===== src/rtl/uart_rx_pkg.sv =====
`timescale 1ns/1ps
package uart_rx_pkg;

  // Layout of one stored word, MSB first: overrun, break, parity, framing, char.
  typedef struct packed {
    logic       ovr;
    logic       brk;
    logic       par;
    logic       frm;
    logic [7:0] ch;
  } rx_word_t;

  localparam int WORD_W = $bits(rx_word_t);

  // Number of data bits for a length code.
  function automatic logic [3:0] char_len(input logic [1:0] wl);
    return 4'd5 + {2'b00, wl};
  endfunction

  // Data arrives LSB first into the top of the shifter; move it down.
  function automatic logic [7:0] align_char(input logic [7:0] sh, input logic [1:0] wl);
    return sh >> (3'd3 - {1'b0, wl});
  endfunction

  // Expected parity bit for an aligned character.
  function automatic logic parity_bit(input logic [7:0] ch, input logic even,
                                      input logic stick);
    if (stick) return ~even;
    return even ? ^ch : ~^ch;
  endfunction

endpackage


===== src/rtl/uart_rx_sync.sv =====
`timescale 1ns/1ps
module uart_rx_sync #(
  parameter int STAGES = 2
) (
  input  logic clk,
  input  logic rst_n,
  input  logic d,
  output logic q
);
  logic [STAGES-1:0] r;

  // Resets to the idle level of the line.
  always_ff @(posedge clk or negedge rst_n) begin
    if (!rst_n) r <= '1;
    else        r <= {r[STAGES-2:0], d};
  end

  assign q = r[STAGES-1];
endmodule


===== src/rtl/uart_rx_framer.sv =====
`timescale 1ns/1ps
module uart_rx_framer
  import uart_rx_pkg::*;
(
  input  logic     clk,
  input  logic     rst_n,
  input  logic     active,
  input  logic     tick,
  input  logic     rx_in,
  input  logic [1:0] wl,
  input  logic     par_en,
  input  logic     even,
  input  logic     stick,
  input  logic     two_stop,
  output logic     push_evt,
  output rx_word_t push_word
);
  typedef enum logic [2:0] {S_IDLE, S_START, S_DATA, S_PAR, S_STOP, S_HOLD} st_t;

  st_t        state;
  logic [3:0] tcnt;
  logic [2:0] bitn;
  logic [7:0] shreg;
  logic       par_err, frm_err, all_low, stop_n;

  logic       mid, last_data, last_stop, fe_now, brk_now;
  logic [7:0] ch;

  // Start is confirmed 8 ticks after detection; all other bits 16 ticks apart.
  assign mid       = tick && ((state == S_START) ? (tcnt == 4'd7) : (tcnt == 4'd15));
  assign ch        = align_char(shreg, wl);
  assign last_data = ({1'b0, bitn} == (char_len(wl) - 4'd1));
  assign last_stop = !two_stop || stop_n;
  assign fe_now    = frm_err || !rx_in;
  assign brk_now   = all_low && !rx_in;
  assign push_evt  = active && mid && (state == S_STOP) && last_stop;

  always_comb begin
    push_word     = '0;
    push_word.frm = fe_now;
    push_word.brk = brk_now;
    push_word.par = brk_now ? 1'b0 : par_err;
    push_word.ch  = brk_now ? 8'h00 : ch;
  end

  always_ff @(posedge clk or negedge rst_n) begin
    if (!rst_n) begin
      state   <= S_IDLE;
      tcnt    <= '0;
      bitn    <= '0;
      shreg   <= '0;
      par_err <= 1'b0;
      frm_err <= 1'b0;
      all_low <= 1'b0;
      stop_n  <= 1'b0;
    end else if (!active) begin
      state <= S_IDLE;
    end else begin
      case (state)
        S_IDLE: if (tick && !rx_in) begin
          state   <= S_START;
          tcnt    <= '0;
          bitn    <= '0;
          shreg   <= '0;
          par_err <= 1'b0;
          frm_err <= 1'b0;
          all_low <= 1'b1;
          stop_n  <= 1'b0;
        end
        S_START: begin
          if (mid) begin
            tcnt  <= '0;
            state <= rx_in ? S_IDLE : S_DATA;
          end else if (tick) tcnt <= tcnt + 4'd1;
        end
        S_DATA: begin
          if (mid) begin
            tcnt    <= '0;
            shreg   <= {rx_in, shreg[7:1]};
            all_low <= all_low && !rx_in;
            if (last_data) begin
              bitn  <= '0;
              state <= par_en ? S_PAR : S_STOP;
            end else bitn <= bitn + 3'd1;
          end else if (tick) tcnt <= tcnt + 4'd1;
        end
        S_PAR: begin
          if (mid) begin
            tcnt    <= '0;
            all_low <= all_low && !rx_in;
            par_err <= (rx_in != parity_bit(ch, even, stick));
            state   <= S_STOP;
          end else if (tick) tcnt <= tcnt + 4'd1;
        end
        S_STOP: begin
          if (mid) begin
            tcnt    <= '0;
            all_low <= brk_now;
            frm_err <= fe_now;
            if (last_stop) state <= fe_now ? S_HOLD : S_IDLE;
            else           stop_n <= 1'b1;
          end else if (tick) tcnt <= tcnt + 4'd1;
        end
        S_HOLD: if (tick && rx_in) state <= S_IDLE;
        default: state <= S_IDLE;
      endcase
    end
  end
endmodule


===== src/rtl/uart_rx_tagfifo.sv =====
`timescale 1ns/1ps
module uart_rx_tagfifo #(
  parameter int DEPTH = 16,
  parameter int W     = 12
) (
  input  logic         clk,
  input  logic         rst_n,
  input  logic         flush,
  input  logic         one_deep,
  input  logic         push,
  input  logic [W-1:0] wdata,
  input  logic         pop,
  output logic [W-1:0] rdata,
  output logic         empty,
  output logic         full,
  output logic         accepted
);
  localparam int AW = (DEPTH > 1) ? $clog2(DEPTH) : 1;
  localparam int CW = $clog2(DEPTH + 1);

  logic [W-1:0]  mem [DEPTH];
  logic [AW-1:0] wp, rp;
  logic [CW-1:0] count, cap;
  logic          do_pop;

  function automatic logic [AW-1:0] bump(input logic [AW-1:0] p);
    return (p == AW'(DEPTH - 1)) ? '0 : p + 1'b1;
  endfunction

  assign cap      = one_deep ? CW'(1) : CW'(DEPTH);
  assign empty    = (count == '0);
  assign full     = (count >= cap);
  assign do_pop   = pop && !empty && !flush;
  assign accepted = push && !flush && (!full || do_pop);
  assign rdata    = empty ? '0 : mem[rp];

  always_ff @(posedge clk) begin
    if (accepted) mem[wp] <= wdata;
  end

  always_ff @(posedge clk or negedge rst_n) begin
    if (!rst_n) begin
      wp    <= '0;
      rp    <= '0;
      count <= '0;
    end else if (flush) begin
      wp    <= '0;
      rp    <= '0;
      count <= '0;
    end else begin
      if (accepted) wp <= bump(wp);
      if (do_pop)   rp <= bump(rp);
      case ({accepted, do_pop})
        2'b10:   count <= count + 1'b1;
        2'b01:   count <= count - 1'b1;
        default: count <= count;
      endcase
    end
  end
endmodule


===== src/rtl/uart_rx_tagged.sv =====
`timescale 1ns/1ps
module uart_rx_tagged
  import uart_rx_pkg::*;
#(
  parameter int FIFO_DEPTH  = 16,
  parameter int SYNC_STAGES = 2
) (
  input  logic        clk,
  input  logic        rst_n,
  input  logic        tick16,
  input  logic        rx_serial,
  input  logic        tx_loop,
  input  logic [15:0] mode_ctl,
  input  logic [7:0]  line_ctl,
  input  logic        rd_pop,
  output logic [11:0] rd_word,
  output logic        st_empty,
  output logic        st_full
);
  logic     line_src, rx_s, rx_active;
  logic     flush, prev_fen, ovr_pend;
  logic     push_evt, accepted, drop_evt;
  rx_word_t push_word, store_word;
  logic     unused_ctl;

  assign unused_ctl = ^{mode_ctl[15:10], mode_ctl[8], mode_ctl[6:1], line_ctl[0]};

  assign line_src  = mode_ctl[7] ? tx_loop : rx_serial;
  assign rx_active = mode_ctl[0] && mode_ctl[9];

  uart_rx_sync #(.STAGES(SYNC_STAGES)) u_sync (
    .clk(clk), .rst_n(rst_n), .d(line_src), .q(rx_s)
  );

  uart_rx_framer u_framer (
    .clk(clk), .rst_n(rst_n), .active(rx_active), .tick(tick16), .rx_in(rx_s),
    .wl(line_ctl[6:5]), .par_en(line_ctl[1]), .even(line_ctl[2]),
    .stick(line_ctl[7]), .two_stop(line_ctl[3]),
    .push_evt(push_evt), .push_word(push_word)
  );

  // FIFO-enable edge: both pointers and the pending overrun are cleared.
  assign flush = line_ctl[4] ^ prev_fen;

  always_comb begin
    store_word     = push_word;
    store_word.ovr = ovr_pend;
  end

  uart_rx_tagfifo #(.DEPTH(FIFO_DEPTH), .W(WORD_W)) u_fifo (
    .clk(clk), .rst_n(rst_n), .flush(flush), .one_deep(!line_ctl[4]),
    .push(push_evt), .wdata(store_word), .pop(rd_pop),
    .rdata(rd_word), .empty(st_empty), .full(st_full), .accepted(accepted)
  );

  assign drop_evt = push_evt && !accepted;

  always_ff @(posedge clk or negedge rst_n) begin
    if (!rst_n) begin
      prev_fen <= 1'b0;
      ovr_pend <= 1'b0;
    end else begin
      prev_fen <= line_ctl[4];
      if (flush)         ovr_pend <= 1'b0;
      else if (drop_evt) ovr_pend <= 1'b1;
      else if (accepted) ovr_pend <= 1'b0;
    end
  end
endmodule


===== config.mk =====
export PLATFORM = sky130hd
export DESIGN_NAME = uart_rx_tagged
export DESIGN_NICKNAME = d
export VERILOG_FILES = /design/src/rtl/uart_rx_pkg.sv /design/src/rtl/uart_rx_sync.sv /design/src/rtl/uart_rx_framer.sv /design/src/rtl/uart_rx_tagfifo.sv /design/src/rtl/uart_rx_tagged.sv
export SDC_FILE = /design/constraint.sdc
export NUM_CORES = 1
export LEC_CHECK = 0
export ABC_CLOCK_PERIOD_IN_PS = 3100
export CORE_ASPECT_RATIO = 1.5
export CORE_MARGIN = 8
export CORE_UTILIZATION = 50
export CTS_CLUSTER_SIZE = 8
export DETAILED_ROUTE_END_ITERATION = 7
export PLACE_DENSITY = 0.71
export SLEW_MARGIN = 0
export SYNTH_ARGS = -nofsm -noshare
export SYNTH_HDL_FRONTEND = slang
export SYNTH_SLANG_ARGS = --single-unit

===== constraint.sdc =====
create_clock -name clk -period 3.1 [get_ports clk]
set_clock_uncertainty 0.15 [all_clocks]
set_input_delay 0.465 -clock clk [delete_from_list [all_inputs] [get_ports clk]]
set_output_delay 0.465 -clock clk [all_outputs]
set_load 0.01 [all_outputs]

**Word level (Yosys, flattened, before mapping)**

Memories as Yosys holds them, arrays and structs flattened.
Index checks and enable logic that the tools add are counted.
Widths: inputs -> output; s select.

- Flip-flop bits (word level): 39
- RAM bits: 192
- Input bits: 30
- Output and inout bits: 14
- Memories kept: 1

- Add/sub/neg operators: 9
- Magnitude comparators: 1
- Equality and inequality tests: 28
- Shift operators: 1
- Mux-type cells: 64
- Bitwise gates (word level): 2
- Reductions and logical operators: 44

Memory list:

| name | words | bits a word | read ports | clocked after memory_dff | wr ports | RTL line | RTL |
|---|---|---|---|---|---|---|---|
| u_fifo.mem | 16 | 12 | 1 | 0 | 1 | uart_rx_tagfifo.sv:21 | `logic [W-1:0] mem [DEPTH];` |

Operators with widths:

| operator | number |
|---|---|
| $mux 3 | 14 |
| $mux 4 | 9 |
| $mux 1 | 25 |
| $mux 8 | 3 |
| $ne 3x3->1 const B | 8 |
| $reduce_and 4->1 | 5 |
| $pmux 3 s6 | 1 |
| $pmux 8 s2 | 1 |
| $reduce_bool 2->1 | 7 |
| $logic_and 1x1->1 | 13 |
| $add 4x1->4 const B | 3 |
| $eq 4x4->1 const B | 3 |
| $mux 12 | 1 |
| $mux 5 | 2 |
| $ne 2x1->1 const B | 5 |
| $pmux 5 s2 | 1 |
| $pmux 1 s2 | 4 |
| $pmux 4 s2 | 1 |
| $reduce_and 8->1 | 1 |
| $reduce_xnor 8->1 | 1 |
| $reduce_xor 8->1 | 1 |
| $shr 8x3->8 | 1 |
| $eq 3x2->1 const B | 2 |
| $eq 3x3->1 const B | 2 |
| other kinds (27) | 35 |

**Logic depth before layout (Yosys ltp)**

Gate-level depths: netlist of the first run.

- Depth after elaboration: 13
- Depth in mapped cells: 12
- Gate-level depth less buffers: 12

**Cells and area by module**

From an unflattened synthesis of the first run, not the netlist that was laid out.

- Cell total of the unflattened synthesis: 627
- Area, all modules: 10093.4 um2

By module, submodules not included:

| module | instances | cells each | area each (um2) | seq. area each (um2) |
|---|---|---|---|---|
| uart_rx_tagfifo | 1 | 413 | 8284.2 | 6090.8 |
| uart_rx_framer | 1 | 204 | 1662.8 | 550.5 |
| uart_rx_tagged | 1 | 8 | 93.8 | 50.0 |
| uart_rx_sync | 1 | 2 | 52.6 | 52.6 |

**Worst setup path after synthesis of the first run**

Ideal clock, no wire load.

- Path kind: in2reg
- Start: in line_ctl[4]
- End: mem u_fifo.mem[11][0], enable pin
- Data arrival time: 2.773 ns
- Slack: -0.236 ns
- Stages on the path: 7
- Buffers on the path: 1
- Path through: inv_1 > ha_1 > o31a_1 > o21ai_0 > nand3_1 > clkbuf_1 > nor4_1

- Longest elaborated chain between the ends: 7

RTL lines:

| element | RTL line | RTL |
|---|---|---|
| start: declaration | uart_rx_tagged.sv:14 | `input logic [7:0] line_ctl,` |
| $mux 5 / $xor 1x1->1 (equally long branches) | uart_rx_tagfifo.sv:30, uart_rx_tagged.sv:43 |  |
| $ge 5x5->1 / $logic_not 1->1 (equally long branches) | uart_rx_tagfifo.sv:32, uart_rx_tagfifo.sv:33, uart_rx_tagfifo.sv:34 |  |
| $logic_not 1->1 / $logic_and 1x1->1 (equally long branches) | uart_rx_tagfifo.sv:34, uart_rx_tagfifo.sv:33 |  |
| $logic_or 1x1->1 | uart_rx_tagfifo.sv:34 | `assign accepted = push && !flush && (!full \|\| do_pop);` |
| $logic_and 1x1->1 (*) | uart_rx_tagfifo.sv:34 |  |
| $mux 1 (*) | uart_rx_tagfifo.sv:38 | `if (accepted) mem[wp] <= wdata;` |
| $mux 1 (implied by the code) (*) | uart_rx_tagfifo.sv:38 |  |
| end: declaration | uart_rx_tagfifo.sv:21 |  |

Every way passes the cells marked *; elsewhere a longest branch is shown, timed or not.

**Worst setup path after layout of the first run**

- Start: reg u_fifo.rp[0]
- End: out rd_word[10]

- Longest elaborated chain between the ends: 2

RTL lines:

| element | RTL line | RTL |
|---|---|---|
| start: declaration | uart_rx_tagfifo.sv:22 | `logic [AW-1:0] wp, rp;` |
| start signal: assignment | uart_rx_tagfifo.sv:52 | `if (do_pop) rp <= bump(rp);` |
| $mem_v2 16x12 | n/a |  |
| $mux 12 | uart_rx_tagfifo.sv:35 | `assign rdata = empty ? '0 : mem[rp];` |
| end: declaration | uart_rx_tagged.sv:16 | `output logic [11:0] rd_word,` |

Every way passes these cells.

==> results of run 1 <==
-- placed cells by master, fill, tap and decap left out, drive strengths merged, types with 17 or more instances in the layout --
cell type    n
mux4        25
dfrtp       37
a21oi       20
buf         77
mux2i       58
nor2        28
o221ai      25
a211oi      19
edfxtp     192
clkbuf      51
nand2       51
inv         21
o21ai       17
-- layout make-up --
| class | instances | area, um2 | share of cell area |
|---|---|---|---|
| clock buffer | 46 | 917 | 0.0743 |
| inverter | 21 | 78.8 | 0.00639 |
| clock inverter | 1 | 8.76 | 0.000710 |
| tap | 264 | 330 | 0.0268 |
| timing repair buffer | 107 | 931 | 0.0755 |
| sequential | 231 | 6750 | 0.547 |
| multi-input combinational | 393 | 3320 | 0.269 |
-- registers in the layout (all words and copies together), names as in the netlist, 2 cells and up --
signal	flops
u_framer.state	3
u_fifo.count	5
u_sync.r	2
u_fifo.rp	4
u_fifo.mem	192
u_fifo.wp	4
u_framer.shreg	8
u_framer.tcnt	4
u_framer.bitn	3
-- cell usage after synthesis (all sizes together) (3+ instances only) --
cell / number
nor4: 14
a21o: 4
o221ai: 25
xor2: 6
mux2i: 58
nor2: 28
clkbuf: 33
a21oi: 20
nand3: 15
a31oi: 5
mux2: 3
xnor2: 11
dfrtp: 37
edfxtp: 192
a211oi: 19
nand4: 3
nor2b: 10
nor3: 9
mux4: 25
nand2b: 4
o21ai: 17
o22ai: 13
nand2: 51
ha: 12
o31ai: 5
and3: 3
buf: 9
or3: 4
inv: 20
-- worst paths after layout --
check	from	cells past startpoint	endpoint	slack, ns
setup / recovery	u_fifo.rp[0]	7	rd_word[10]	0.06
hold / removal	u_sync.r[0]	0	u_sync.r[1]	0.21
setup reg to reg	u_framer.tcnt[0]	11	u_fifo.count[4]	0.33
hold reg to reg	u_sync.r[0]	0	u_sync.r[1]	0.21
max in group asynchronous	rst_n	2	u_fifo.rp[0]	1.62
min in group asynchronous	rst_n	2	u_framer.bitn[0]	0.49
-- metal layers --
metal | part of all wire | wire, um | up-vias | GRT usage
li1 | - | - | 2891 | -
met1 | 0.39 | 8600 | 3120 | 0.198
met2 | 0.54 | 12000 | 189 | 0.327
met3 | 0.045 | 998 | 43 | 0.0303
met4 | 0.029 | 640 | 0 | 0.0772
met5 | 0 | 0 | - | 0
-- metrics by stage --
| stage | TNS (ns) | setup WS (ns) | hold slack, ns |
|---|---|---|---|
| detailed placement | -5.53 | -0.154 | 0.198 |
| finish | 0 | 0.0629 | 0.207 |
| global route | -0.0239 | -0.0239 | 0.213 |
| floorplan | -29.13 | -0.236 | 0.0194 |
| CTS | 0 | 0.00647 | 0.212 |
| global placement | -1.36 | -0.0378 | 0.198 |
-- kinds of logic after synthesis --
| group | after synthesis |
|---|---|
| and+or+nand+nor | 155 |
| buffers and inverters | 63 |
| adders and majority gates | 13 |
| muxes | 86 |
| DFF | 231 |
| xor gates and xnor gates | 18 |
| AOI/OAI and AO/OA | 121 |
-- power by group through the flow --
stage | clock [W] | sequential, W | combinational (W)
after floorplan | 0 | 0.00348 | 0.00111
after global placement | 0 | 0.00353 | 0.00177
after detailed placement | 0 | 0.00354 | 0.00182
after CTS | 0.00326 | 0.00345 | 0.00188
after global routing | 0.00338 | 0.00345 | 0.00202
final | 0.00320 | 0.00345 | 0.00188
-- what timing repair did --
| item | 4_1_cts | 5_1_grt |
|---|---|---|
| hold buffers | 1 | 0 |
| cloned | 0 | 0 |
| buffers inserted | 2 | 0 |
| resized for setup | 25 | 18 |
| pin swaps | 1 | 2 |
| hold endpoints to repair | 27 | 0 |
| endpoints found under the setup margin | 12 | 11 |
==> impl_metrics.toml, run 1 <==
[status]
result_of_the_run = "complete, no violations"

[setup_path]
crit_path_max_fanout = 16
crit_arrival_ns = 2.42
crit_chain = "buf_12, buf_12, buf_4, mux4_2, o22ai_2, a211oi_2, dlygate4sd2_1"
slowest_stage = "mux4_2"
start_kind = "register"
crit_type = "reg2out"
timing.critical_path.slowest_cell_delay_ns = 0.51
endpoint_kind = "output pin"
critPathRequiredTime_ns = 2.48
critical_path.top_delay_family = "buffers and inverters"
cp_num_buf_inv = 4
path_common_cell = "buf_12"

[timing]
timing_hold_violations_final = 0
setup_violations = 0
timing.max_slew.rel_slack = 0.126
period_minus_slack_ns = 3.04
min_period_over_period = 0.980
finalMaxSlewViolations = 0
worst-slew-pin-transition_ns = 1.31
fmax_mhz = 329

[logic_synthesis]
number_of_flops_mapped_to_enable_cells_by_yosys = 192
dominant_combinational_cell_family_by_area_after_synthesis = "multiplexers"
yosysSeqAreaShare = 0.664
synth_area_leader_cell = "edfxtp_1"
synth.distinct_cells = 60
mappedNetlistArea_um2 = 10200
synth_area_per_cell_um2 = 14.8
synth_ff_type = "edfxtp_1"
asyncSetResetFlopFracSynth = 0.169
synth_top_area_frac = 0.567
compound_gate_fraction_of_synth_area = 0.0833
synthSimpleGateAreaFrac = 0.0777
muxShareOfSynthArea = 0.116
register_bit_count_reported_by_yosys = 231
synth_xor_xnor_area_share = 0.0176
synth_top_cells_by_area = "edfxtp_1 (57%), dfrtp_1 (9.1%), mux2i_1 (5.7%)"
postSynthCellCount = 687
mappedNetlistNets = 730
yosysWarningCount = 0
synth_fa_ha_area_frac = 0.0167

[routing]
post_drt_wl_per_cell_um = 21.0
route.final.wire_length_um = 22300
antenna_left = 0
viasPerCell = 5.87
num_vias = 6243
remaining_design_rule_violation_count = 0
dr.first_iter.drc_count = 426
drt_first_pass_iters = 5

[layout]
num_antenna_cells = 0
number_of_nets_in_the_finished_design = 831
layout-drive-gt1-share = 0.230
filler_cell_count = 1498
final_area_um2 = 12300
finish.cell_count_without_fillers = 1063
layout-area-overhead-vs-synth_pct = 21.4
utilization = 0.611

[place]
dp_cells = 1013
place_congestion = 0.876
post_dp_cell_area_um2 = 11300
post-dp-hpwl_um = 15300
io_buffer_count = 29

[die]
floorplan.die.width_um = 132
top_level_ports = 44
dieHeight_um = 191
num_rows = 64
starting_density = 0.503
design.core.area_um2 = 20200
fp.dieArea_um2 = 25200

[power]
sw_frac_of_total = 0.257
clock_network_fraction_of_total_power = 0.375
power_density_nw_per_um2 = 692
sequentialPowerShare = 0.405
leakage_power_total_nw = 4.27
power_switching_w = 0.00219
vdd.ir_drop.worst_v = 0.000468
total_power_w = 0.00853
internal_power_w = 0.00634
power.share.combinational = 0.220

[global_routing]
grt_first_pass_wirelength_um = 35300
grt_remaining_overflow = 0
antenna_violations_before_repair = 0
grt_max_degree = 40
grt_use_total = 0.178
vias_in_the_first_global_route = 6519

[hold_path]
hold_path_class = "reg2reg"

[clock_network]
cts_made_buffers = 34
h_tree_lvl_count = 2
cts_tree = "yes"
clk_pin_slew_worst_paths_ns = 0.05
number_of_buffers_between_clock_root_and_the_deepest_sink = 3
clk_latency_ns = 0.48
clock-root-buffer = "clkbuf_16"
clock_sink_count = 231

[run]
max_cap_violations = 0
Power figures use the tool's default switching activity.
==> run 2: changes to the inputs <==
--- a/config.mk
+++ b/config.mk
@@ -9,7 +9,6 @@
 export CORE_ASPECT_RATIO = 1.5
 export CORE_MARGIN = 8
 export CORE_UTILIZATION = 50
-export CTS_CLUSTER_SIZE = 8
 export DETAILED_ROUTE_END_ITERATION = 7
 export PLACE_DENSITY = 0.71
 export SLEW_MARGIN = 0
==> impl_metrics.toml, run 2 (synthesis gave the netlist of run 1 again) <==
[setup_path]
endpoint_kind = "output pin"
crit-reg2reg-launch = "u_framer.state[1]"
timing.critical_path.slowest_cell_delay_ns = 0.51
crit_chain = "buf_12, buf_16, buf_4, mux4_2, o22ai_2, a211oi_2, dlygate4sd2_1"
slowest_stage = "mux4_2"
start_kind = "register"
crit-reg2reg-capture = "u_fifo.count[4]"
crit_type = "reg2out"
critPathRequiredTime_ns = 2.48
ff2ff_setup_slack_ns = 0.33
crit_end = "rd_word[10]"
crit_path_max_fanout = 15
setup.worst_path.start = "u_fifo.rp[0]"
crit_arrival_ns = 2.43
r2r.worst_path.cells = 10

[place]
post-dp-hpwl_um = 15300
post_dp_cell_area_um2 = 11300
post_place_setup_slack_ns = -0.154
io_buffer_count = 29
dp_cells = 1013
place_congestion = 0.876

[clock_network]
clk_pin_slew_worst_paths_ns = 0.06
cts_made_buffers = 21
clk_latency_ns = 0.50
clock_sink_count = 231
number_of_buffers_between_clock_root_and_the_deepest_sink = 3
cts_tree = "yes"
clock-root-buffer = "clkbuf_16"
h_tree_lvl_count = 1

[power]
vdd.ir_drop.worst_v = 0.000337
total_power_w = 0.00800
clock_network_fraction_of_total_power = 0.332
power_switching_w = 0.00209
internal_power_w = 0.00591
power.share.combinational = 0.238
sequentialPowerShare = 0.430
sw_frac_of_total = 0.261
power_density_nw_per_um2 = 656
leakage_power_total_nw = 4.19

[global_routing]
grt_max_degree = 40
grt_first_pass_wirelength_um = 34800
grt_use_total = 0.173
grt_remaining_overflow = 0
antenna_violations_before_repair = 0
vias_in_the_first_global_route = 6426

[timing]
rsz_0062_raised_after_global_routing = "false"
setup_violations = 0
fin_worst_hold_slack_ns = 0.205
final.setup.worst_slack_ns = 0.0558
timing.max_slew.rel_slack = 0.135
period_minus_slack_ns = 3.04
fmax_mhz = 328
finalMaxSlewViolations = 0
worst-slew-pin-transition_ns = 1.30
min_period_over_period = 0.982
timing_hold_violations_final = 0

[layout]
num_antenna_cells = 0
largest_registers_in_the_final_layout = "u_fifo.mem x192, u_framer.shreg x8, u_fifo.count x5"
largest-register = "u_fifo.mem"
layout.cells.most_common = "edfxtp_1"
layout_common_cells = "edfxtp_1 (192), buf_4 (70), mux2i_1 (58)"
filler_cell_count = 1509
final_area_um2 = 12200
layout-area-overhead-vs-synth_pct = 20.1
seq_area_um2 = 6750
layout-drive-gt1-share = 0.246
multiInputGateArea_um2 = 3380
largest_register_ffs = 192
finish.cell_count_without_fillers = 1056
number_of_nets_in_the_finished_design = 820

[routing]
antenna_left = 0
post_drt_wl_per_cell_um = 20.7
dr.first_iter.drc_count = 435
drt_first_pass_iters = 7
route.final.wire_length_um = 21900
viasPerCell = 5.91
num_vias = 6243
remaining_design_rule_violation_count = 0

[die]
fp.dieArea_um2 = 25200
starting_density = 0.503
floorplan.die.width_um = 132
dieHeight_um = 191
num_rows = 64
design.core.area_um2 = 20200
top_level_ports = 44

[run]
max_cap_violations = 0

[status]
result_of_the_run = "complete, no violations"

[hold_path]
hold_path_class = "reg2reg"
==> run 2: power by group through the flow <==
stage                     registers, W  logic (W)  clock network (W)
after floorplan                0.00348    0.00111                  0
after global placement         0.00353    0.00177                  0
after detailed placement       0.00354    0.00182                  0
after CTS                      0.00344    0.00188            0.00270
after global routing           0.00344    0.00205            0.00282
final                          0.00344    0.00190            0.00265
==> run 2: repair_timing <==
item                                    CTS  global route
endpoints found under the hold margin    37             0
buffers inserted                          2             2
endpoints found under the setup margin   12            12
hold buffers                              1             0
resized for setup                        28            33
pin swaps                                 1             2
==> run 2: layer usage <==
layer  vias to the layer above  track usage  share of wire
met3                        56       0.0261          0.045
met4                         0       0.0697          0.037
met2                       177        0.320           0.53
met5                         -            0              0
li1                       2874            -              -
met1                      3136        0.197           0.38
==> run 2: worst max-delay path: cells and delay by family, from the launching register on <==
family	cells	cell delay, ns
compound gates	2	0.24
buf+inv	4	0.76
flops	1	0.42
mux	1	0.51
==> run 2: final cells by class <==
class,count,area share
Multi-Input combinational cell,393,0.277
Clock inverter,10,0.0115
Sequential cell,231,0.553
Tap cell,264,0.0271
Inverter,21,0.00646
Timing Repair Buffer,109,0.0773
Clock buffer,28,0.0477
==> run 2: worst min-delay path by stage <==
stage           startpoint     endpoint  slack (ns)  cells after the start
3_3_place_gp   u_sync.r[0]  u_sync.r[1]        0.20                      0
6_report       u_sync.r[0]  u_sync.r[1]        0.21                      0
2_1_floorplan        rst_n     ovr_pend        0.02                      0
4_1_cts        u_sync.r[0]  u_sync.r[1]        0.21                      0
3_5_place_dp   u_sync.r[0]  u_sync.r[1]        0.20                      0
5_1_grt        u_sync.r[0]  u_sync.r[1]        0.21                      0
==> run 2: per-stage QoR <==
| step | util | TNS, ns |
|---|---|---|
| after floorplan | - | -29.13 |
| after global placement | 0.560 | -1.36 |
| after detailed placement | 0.560 | -5.53 |
| after CTS | 0.600 | 0 |
| after global routing | 0.605 | 0 |
| final | 0.605 | 0 |
